## config.mk

```make
export PLATFORM = sky130hd
export DESIGN_NAME = asram_port
export DESIGN_NICKNAME = d
export VERILOG_FILES = /design/src/rtl/asram_pkg.sv /design/src/rtl/asram_timer.sv /design/src/rtl/asram_seq.sv /design/src/rtl/asram_pins.sv /design/src/rtl/asram_port.sv
export SDC_FILE = /design/constraint.sdc
export NUM_CORES = 1
export LEC_CHECK = 0
export ABC_AREA = 1
export BUFFER_PORTS_ARGS = -buffer_cell sky130_fd_sc_hd__buf_4
export CORE_UTILIZATION = 51
export CTS_CLUSTER_SIZE = 30
export DETAILED_ROUTE_END_ITERATION = 10
export GPL_ROUTABILITY_DRIVEN = 0
export GPL_TIMING_DRIVEN = 0
export PLACE_DENSITY_LB_ADDON = 0.05
export SYNTH_ARGS = -nofsm -noshare
export SYNTH_HDL_FRONTEND = slang
export SYNTH_SLANG_ARGS = --single-unit
```

## constraint.sdc

```tcl
create_clock -name clk -period 4.35 [get_ports clk]
set_clock_uncertainty 0.05 [all_clocks]
set_input_delay 0 -clock clk [delete_from_list [all_inputs] [get_ports clk]]
set_output_delay 0 -clock clk [all_outputs]
set_load 0.05 [all_outputs]
```

## src/rtl/asram_pkg.sv

```systemverilog
// Shared types and helpers for the static RAM port controller.
// Assumes all timing values are non-negative nanosecond integers.
package asram_pkg;

    typedef enum logic [2:0] {
        ST_IDLE    = 3'd0,
        ST_WSETUP  = 3'd1,
        ST_WPULSE  = 3'd2,
        ST_WHOLD   = 3'd3,
        ST_RACCESS = 3'd4,
        ST_RREL    = 3'd5
    } phase_e;

    // Rounds a nanosecond minimum up to whole cycles, never below one.
    function automatic int ns2cyc(input int ns, input int clk_ns);
        int c;
        c = (ns + clk_ns - 1) / clk_ns;
        return (c < 1) ? 1 : c;
    endfunction

    function automatic int imax(input int a, input int b);
        return (a > b) ? a : b;
    endfunction

endpackage

```

## src/rtl/asram_timer.sv

```systemverilog
// Phase down-counter. A load of N makes the phase last N cycles, with
// 'last' high in its final cycle. Assumes N >= 1.
module asram_timer #(
    parameter int CNT_W = 4
) (
    input  logic             clk,
    input  logic             rst_n,
    input  logic             load,
    input  logic [CNT_W-1:0] load_val,
    output logic             last
);
    logic [CNT_W-1:0] cnt_q;

    // Count down to zero; reload on phase entry.
    always_ff @(posedge clk) begin
        if (!rst_n)
            cnt_q <= '0;
        else if (load)
            cnt_q <= load_val - 1'b1;
        else if (cnt_q != '0)
            cnt_q <= cnt_q - 1'b1;
    end

    assign last = (cnt_q == '0);
endmodule

```

## src/rtl/asram_seq.sv

```systemverilog
// Phase sequencer. Steps idle -> setup -> pulse -> hold for a write and
// idle -> access -> release for a read, and loads the timer with each
// phase length. Assumes every phase count is at least one.
module asram_seq
    import asram_pkg::*;
#(
    parameter int CNT_W   = 4,
    parameter int OHZ_CYC = 4,
    parameter int WIN_CYC = 8,
    parameter int HLD_CYC = 1,
    parameter int AA_CYC  = 10
) (
    input  logic             clk,
    input  logic             rst_n,
    input  logic             req,
    input  logic             we_req,
    input  logic             last,
    output phase_e           state_q,
    output phase_e           state_d,
    output logic             accept,
    output logic             tmr_load,
    output logic [CNT_W-1:0] tmr_val
);
    localparam logic [CNT_W-1:0] V_OHZ = CNT_W'(OHZ_CYC);
    localparam logic [CNT_W-1:0] V_WIN = CNT_W'(WIN_CYC);
    localparam logic [CNT_W-1:0] V_HLD = CNT_W'(HLD_CYC);
    localparam logic [CNT_W-1:0] V_AA  = CNT_W'(AA_CYC);

    // Next phase and the timer load that goes with entering it.
    always_comb begin
        state_d  = state_q;
        tmr_load = 1'b0;
        tmr_val  = V_OHZ;
        accept   = 1'b0;
        case (state_q)
            ST_IDLE: if (req) begin
                accept   = 1'b1;
                tmr_load = 1'b1;
                if (we_req) begin
                    state_d = ST_WSETUP;
                    tmr_val = V_OHZ;
                end else begin
                    state_d = ST_RACCESS;
                    tmr_val = V_AA;
                end
            end
            ST_WSETUP: if (last) begin
                state_d  = ST_WPULSE;
                tmr_load = 1'b1;
                tmr_val  = V_WIN;
            end
            ST_WPULSE: if (last) begin
                state_d  = ST_WHOLD;
                tmr_load = 1'b1;
                tmr_val  = V_HLD;
            end
            ST_WHOLD:  if (last) state_d = ST_IDLE;
            ST_RACCESS: if (last) begin
                state_d  = ST_RREL;
                tmr_load = 1'b1;
                tmr_val  = V_OHZ;
            end
            ST_RREL:   if (last) state_d = ST_IDLE;
            default:   state_d = ST_IDLE;
        endcase
    end

    // Phase register.
    always_ff @(posedge clk) begin
        if (!rst_n) state_q <= ST_IDLE;
        else        state_q <= state_d;
    end
endmodule

```

## src/rtl/asram_pins.sv

```systemverilog
// Pin and host datapath. Registers strobes decoded from the next phase,
// latches address and write data on accept, captures read data at the
// end of the access window and pulses ack on return to idle.
module asram_pins
    import asram_pkg::*;
#(
    parameter int ADDR_W = 19,
    parameter int DATA_W = 8
) (
    input  logic              clk,
    input  logic              rst_n,
    input  phase_e            state_q,
    input  phase_e            state_d,
    input  logic              accept,
    input  logic              last,
    input  logic [ADDR_W-1:0] addr,
    input  logic [DATA_W-1:0] wdata,
    input  logic [DATA_W-1:0] mem_dq_i,
    output logic              ack,
    output logic [DATA_W-1:0] rdata,
    output logic [ADDR_W-1:0] mem_addr,
    output logic              mem_cs_n,
    output logic              mem_oe_n,
    output logic              mem_we_n,
    output logic [DATA_W-1:0] mem_dq_o,
    output logic              mem_dq_oe
);
    // Glitch-free strobes: registered from the next phase.
    always_ff @(posedge clk) begin
        if (!rst_n) begin
            mem_cs_n  <= 1'b1;
            mem_oe_n  <= 1'b1;
            mem_we_n  <= 1'b1;
            mem_dq_oe <= 1'b0;
        end else begin
            mem_cs_n  <= !(state_d == ST_WSETUP || state_d == ST_WPULSE ||
                           state_d == ST_RACCESS);
            mem_oe_n  <= !(state_d == ST_RACCESS);
            mem_we_n  <= !(state_d == ST_WPULSE);
            mem_dq_oe <= (state_d == ST_WPULSE || state_d == ST_WHOLD);
        end
    end

    // Latch address and write data once per accepted request.
    always_ff @(posedge clk) begin
        if (!rst_n) begin
            mem_addr <= '0;
            mem_dq_o <= '0;
        end else if (accept) begin
            mem_addr <= addr;
            mem_dq_o <= wdata;
        end
    end

    // Capture the read byte and produce the completion pulse.
    always_ff @(posedge clk) begin
        if (!rst_n) begin
            rdata <= '0;
            ack   <= 1'b0;
        end else begin
            if (state_q == ST_RACCESS && last)
                rdata <= mem_dq_i;
            ack <= (state_q == ST_WHOLD || state_q == ST_RREL) && last;
        end
    end
endmodule

```

## src/rtl/asram_port.sv

```systemverilog
// Top of the static RAM port controller. Converts nanosecond minimums
// into cycle counts and connects sequencer, timer and pin datapath.
// Assumes CLK_NS is the true clock period and one request in flight.
module asram_port
    import asram_pkg::*;
#(
    parameter int ADDR_W    = 19,
    parameter int DATA_W    = 8,
    parameter int CLK_NS    = 10,
    parameter int T_AA_NS   = 85,
    parameter int T_WP_NS   = 55,
    parameter int T_CW_NS   = 75,
    parameter int T_AW_NS   = 75,
    parameter int T_DW_NS   = 35,
    parameter int T_OHZ_NS  = 35,
    parameter int HOLD_CYC  = 1
) (
    input  logic              clk,
    input  logic              rst_n,
    input  logic              req,
    input  logic              we_req,
    input  logic [ADDR_W-1:0] addr,
    input  logic [DATA_W-1:0] wdata,
    output logic              ack,
    output logic [DATA_W-1:0] rdata,
    output logic [ADDR_W-1:0] mem_addr,
    output logic              mem_cs_n,
    output logic              mem_oe_n,
    output logic              mem_we_n,
    output logic [DATA_W-1:0] mem_dq_o,
    output logic              mem_dq_oe,
    input  logic [DATA_W-1:0] mem_dq_i
);
    localparam int WIN_NS  = imax(imax(T_WP_NS, T_CW_NS), imax(T_AW_NS, T_DW_NS));
    localparam int OHZ_CYC = ns2cyc(T_OHZ_NS, CLK_NS);
    localparam int WIN_CYC = ns2cyc(WIN_NS, CLK_NS);
    localparam int HLD_CYC = (HOLD_CYC < 1) ? 1 : HOLD_CYC;
    localparam int AA_CYC  = ns2cyc(T_AA_NS, CLK_NS) + 1;
    localparam int MAX_CYC = imax(imax(OHZ_CYC, WIN_CYC), imax(HLD_CYC, AA_CYC));
    localparam int CNT_W   = $clog2(MAX_CYC + 1);

    phase_e           state_q, state_d;
    logic             accept, tmr_load, last;
    logic [CNT_W-1:0] tmr_val;

    asram_seq #(
        .CNT_W(CNT_W), .OHZ_CYC(OHZ_CYC), .WIN_CYC(WIN_CYC),
        .HLD_CYC(HLD_CYC), .AA_CYC(AA_CYC)
    ) u_seq (
        .clk(clk), .rst_n(rst_n), .req(req), .we_req(we_req), .last(last),
        .state_q(state_q), .state_d(state_d), .accept(accept),
        .tmr_load(tmr_load), .tmr_val(tmr_val)
    );

    asram_timer #(.CNT_W(CNT_W)) u_tmr (
        .clk(clk), .rst_n(rst_n), .load(tmr_load), .load_val(tmr_val),
        .last(last)
    );

    asram_pins #(.ADDR_W(ADDR_W), .DATA_W(DATA_W)) u_pins (
        .clk(clk), .rst_n(rst_n), .state_q(state_q), .state_d(state_d),
        .accept(accept), .last(last), .addr(addr), .wdata(wdata),
        .mem_dq_i(mem_dq_i), .ack(ack), .rdata(rdata), .mem_addr(mem_addr),
        .mem_cs_n(mem_cs_n), .mem_oe_n(mem_oe_n), .mem_we_n(mem_we_n),
        .mem_dq_o(mem_dq_o), .mem_dq_oe(mem_dq_oe)
    );
endmodule

```

# == Word-level counts from Yosys, hierarchy flattened ==
# Index checks and enable logic that the tools add are counted.
# classes
add_sub_neg,2
eq_ne,9
muxes,18
n_reduce_logical,15
# op_table
cell,count
$mux W3,7
$mux W4,5
$pmux W3 S5,1
$eq A3 B2 Y1 const B,4
$pmux W4 S3,1
$eq A3 B3 Y1 const B,3
$sub A4 B1 Y4 const B,2
$eq A3 B1 Y1 const B,2
$logic_not A4 Y1,1
$logic_or A1 B1 Y1,4
$reduce_bool A4 Y1,1
$logic_not A1 Y1,3
$logic_not A3 Y1,1
$mux W1,3
$reduce_or A3 Y1,1
$logic_and A1 B1 Y1,2
$pmux W1 S2,1
$reduce_bool A2 Y1,1
$reduce_or A2 Y1,1
# word_totals
reg_bits,47
out_inout_bits,40
elab_cells,54

# == Logic depth before layout (Yosys ltp) ==
# logic_depth
word_depth,7
mapped_depth,11
mapped_depth_nobuf,11

# == Modules after synthesis ==
# Synthesis repeated with hierarchy kept, for this count alone.
# unflattened
cells_unflattened,286
hier_area_um2,2048.2
# modules_own_cells
module,n_inst,cells_per_inst,area_each_um2,seq_area_each_um2
asram_pins,1,193,1500.2,800.8
asram_seq,1,49,291.5,60.1
asram_timer,1,44,256.5,80.1

# == Worst setup path after synthesis ==
# Ideal clock, no wire load.
# synth_timing
path_kind,flip-flop to flip-flop
startpoint,register u_tmr.cnt_q[1]
endpoint,register u_tmr.cnt_q[2]
setup_ps,121
arrival_time_ps,1283
required_time_ps,4179
path_slack_ps,2897
path_stages_with_launch,10
n_path_buf,0
synth_period_minus_slack_ps,1453
cell_sequence,dfxtp_1 -> nor2_2 -> nand3_4 -> nor2_1 -> inv_1 -> nand2_1 -> nand2_1 -> ha_1 -> xor2_1 -> nor2_1
# synth_between
elab_chain_cells,5
word_cells_on_any_way,12
# synth_lines
element,line,rtl
from (decl),asram_timer.sv:12,logic [CNT_W-1:0] cnt_q;
from (signal assigned),asram_timer.sv:19,cnt_q <= load_val - 1'b1;
from (signal assigned),asram_timer.sv:21,cnt_q <= cnt_q - 1'b1;
$logic_not A4 Y1,asram_timer.sv:24,assign last = (cnt_q == '0);
$mux W3 / $mux W4 (equally long branches),"asram_seq.sv:52, asram_seq.sv:47",
$pmux W4 S3,asram_seq.sv:35,case (state_q)
$sub A4 B1 Y4,asram_timer.sv:19,
$mux W4,asram_timer.sv:18,else if (load)
# Several ways; a longest one is shown, not always the timed one. The select of a mux whose other input is x is not followed.
# A chain may end at the register's enable or synchronous reset.

# == Worst setup path after layout ==
# Ends and elaborated chain as after synthesis.

==> flow_summary.toml <==
[die]
coreArea_mm2 = 0.00344
row_count = 21
die_area_mm2 = 0.00398
die_y_um = 63.1
ios = 79
start_util_pct = 55.3
die_width_um = 63.1

[worst_setup_path]
endpoint_kind = "flip-flop"
cp-start-kind = "flip-flop"
r2r-start = "u_tmr.cnt_q[1]$_SDFFE_PN0P_"
crit_type = "flip-flop to flip-flop"
arrival_ns = 1.74
crit_start = "u_tmr.cnt_q[1]$_SDFFE_PN0P_"
crit_fanout = 9
cp.required_ns = 4.49

[clock_network]
numCtsBuffers = 5
clk_pin_slew_worst_paths_ns = 0.08
cts.sinks = 47
htreeDepth = 2
cts_tree = "built"
clk-insertion-delay-late_ns = 0.29
cts_root_buffer = "clkbuf_8"
clockBufferDepth = 2

[sta]
rsz0062_at_grt = "false"
final-max-slew-violation-count = 0
finalCritPeriodShare_pct = 36.8
setup_violations = 0
fin_crit_ns = 1.60
relSlewSlack_pct = 68.3
hold_viol_final = 0
max_freq_ghz = 0.624
worst_pin_slew_ns = 0.475
final.setup.tns_ns = 0

[power_and_ir_drop]
pwr-share-seq_pct = 29.9
p_leak_uw = 0.00141
p_per_area_mw_per_mm2 = 649
sw_frac_of_total_pct = 44.4
p_switching_uw = 873
ir_drop_v = 0.000372
p_int_uw = 1090
power.share.clock_pct = 18.9
pwr-share-comb_pct = 51.2

[hold_path]
hold_class = "input pin to flip-flop"
hp-start = "rst_n"

[global_route]
grt_max_degree = 15
grt_overflow = 0
antenna_found_initial = 0
grt_pass1_wl_um = 8740
grt_usage_pct = 27.9
grt_pass1_vias = 2015

[routing]
drt_pass1_iterations = 4
num_vias = 2103
drtAntennaViolNets = 0
viasPerCell = 5.12
post-route-drc-count = 0
wl_per_cell_um = 13.0
routed_wl_um = 5360
met3WireLength_um = 354
drt-met1-wl_um = 2260
dr_wl_met2_um = 2660
drtIter0Drc = 135
top_layer_used = "met4"

[logic_synthesis]
synth_cell_types = 24
yosys.area_share.xor_xnor_pct = 0.460
synth_fa_ha_area_share_pct = 0.657
ys_warn_count = 0
synth_compound_area_share_pct = 10.8
syn_area_mm2 = 0.00190
synth-seq-cells = 47
yosys.area_share.simple_pct = 31.4
synth_top_family_by_area = "simple AND/OR/NAND/NOR gates"
syn_area_per_cell_um2 = 7.80
synth-seq-area-share_pct = 49.4
synthMuxAreaShare_pct = 0
synthCells = 244
synth_fp_nets = 284

[cells_and_area]
fillCellCount = 184
nets = 404
antenna_cells = 0
utilization_pct = 88.0
area_growth_pct = 59.2
multi_input_area_um2 = 823
drive_gt1_share_pct = 31.0
register_area_um2 = 941

[placed_design]
dpl.hpwl_um = 3100
numPortBuffers = 78

[outcome]
status = "finished, final reports clean"

[job]
maxCapViolCount = 0
==> through the flow <==
step	hold slack, ns	std cells	cell area, µm²	setup WS (ns)	total power, µW
2_1_floorplan	0.0849	244	1900	2.90	1320
3_3_place_gp	0.171	368	2550	2.78	1550
3_5_place_dp	0.182	368	2550	2.75	1560
4_1_cts	0.00950	411	3030	2.73	1960
5_1_grt	0.0452	411	3030	2.57	2080
6_report	0.0223	411	3030	2.75	1970
==> flip-flops by register name, summed over array words and instances (netlist names) <==
name	cells
u_pins.mem_addr	19
u_pins.mem_dq_o	8
u_pins.rdata	8
u_tmr.cnt_q	4
u_seq.state_q	3
u_pins.ack	1
u_pins.mem_cs_n	1
u_pins.mem_dq_oe	1
u_pins.mem_oe_n	1
u_pins.mem_we_n	1
==> critical path, stage by stage, from the launching register on <==
cell	delay, ns
dfxtp_1	0.32
nor2_2	0.15
nand3_4	0.15
nor2_1	0.19
inv_1	0.06
nand2_1	0.08
nand2_1	0.07
ha_1	0.21
xor2_1	0.16
nor2_1	0.05
==> power groups by stage <==
stage	logic, µW	registers, µW	clock network [µW]
2_1_floorplan	472	844	0
3_3_place_gp	955	591	0
3_5_place_dp	969	592	0
4_1_cts	998	584	377
5_1_grt	1090	598	392
6_report	1010	587	372
==> per-layer routing <==
metal | track usage [%] | vias to the layer above
met3 | 5.62 | 7
met2 | 50.7 | 79
met4 | 11.9 | 0
li1 | - | 1040
met1 | 31.0 | 977
met5 | 0 | -
==> cell usage after synthesis <==
master	number	share of area (%)
a21oi_1	28	7.4
buf_1	1	0.20
buf_2	3	0.79
buf_4	2	0.79
buf_6	2	1.2
clkbuf_1	5	0.99
dfxtp_1	47	49
ha_1	1	0.66
inv_1	9	1.8
inv_2	8	1.6
nand2_1	43	8.5
nand2_2	3	0.99
nand2_4	1	0.59
nand3_1	41	11
nand3_2	4	2.1
nand3_4	1	0.92
nor2_1	27	5.3
nor2_2	2	0.66
nor2_4	2	1.2
nor4_1	1	0.33
o211ai_1	2	0.79
o21ai_0	7	1.8
o21ai_1	3	0.79
xor2_1	1	0.46
==> final cells by class <==
| cell class | instances | share of cell area (%) |
|---|---|---|
| tap | 46 | 1.90 |
| clock buffer | 6 | 2.40 |
| buffer | 13 | 2.48 |
| sequential | 47 | 31.1 |
| multi-input combinational | 167 | 27.2 |
| timing repair buffer | 113 | 30.9 |
| inverter | 17 | 2.11 |
| clock inverter | 2 | 1.98 |
==> path summary, 6_finish.rpt <==
| check | slack [ns] | cells past startpoint | to |
|---|---|---|---|
| worst max-delay path | 2.75 | 9 | u_tmr.cnt_q[2]$_SDFFE_PN0P_ |
| worst min-delay path | 0.02 | 3 | u_pins.mem_dq_oe$_SDFF_PN0_ |
| worst max register to register | 2.75 | 9 | u_tmr.cnt_q[2]$_SDFFE_PN0P_ |
| worst min register to register | 0.41 | 2 | u_pins.mem_dq_o[6]$_SDFFE_PN0P_ |
==> layout by cell type (no fill, tap or decap), types with 2 or more instances in the layout <==
cell type	n
nand3_1	41
dlygate4sd3_1	35
nand3_2	4
clkbuf_1	6
o21ai_1	3
o21ai_0	7
buf_6	2
dfxtp_1	47
buf_2	3
inv_1	9
nor2_4	2
a21oi_1	28
o211ai_1	2
nand2_1	43
bufinv_16	2
nand2_2	3
buf_4	80
nor2_2	2
nor2_1	27
clkbuf_8	5
inv_2	8
==> logic make-up after synthesis <==
kind of cell / count (synthesis)
AOI/OAI and AO/OA: 40
xor gates and xnor gates: 1
adders and majority gates: 1
buffers and inverters: 30
DFF: 47
and+or+nand+nor: 125
==> what timing repair did <==
action,CTS,global route
endpoints found under the setup margin,0,0
hold endpoints to repair,35,0
hold buffers,35,0
gates resized for setup,0,0
buffers inserted,0,0
(Power assumes the default switching activity.)
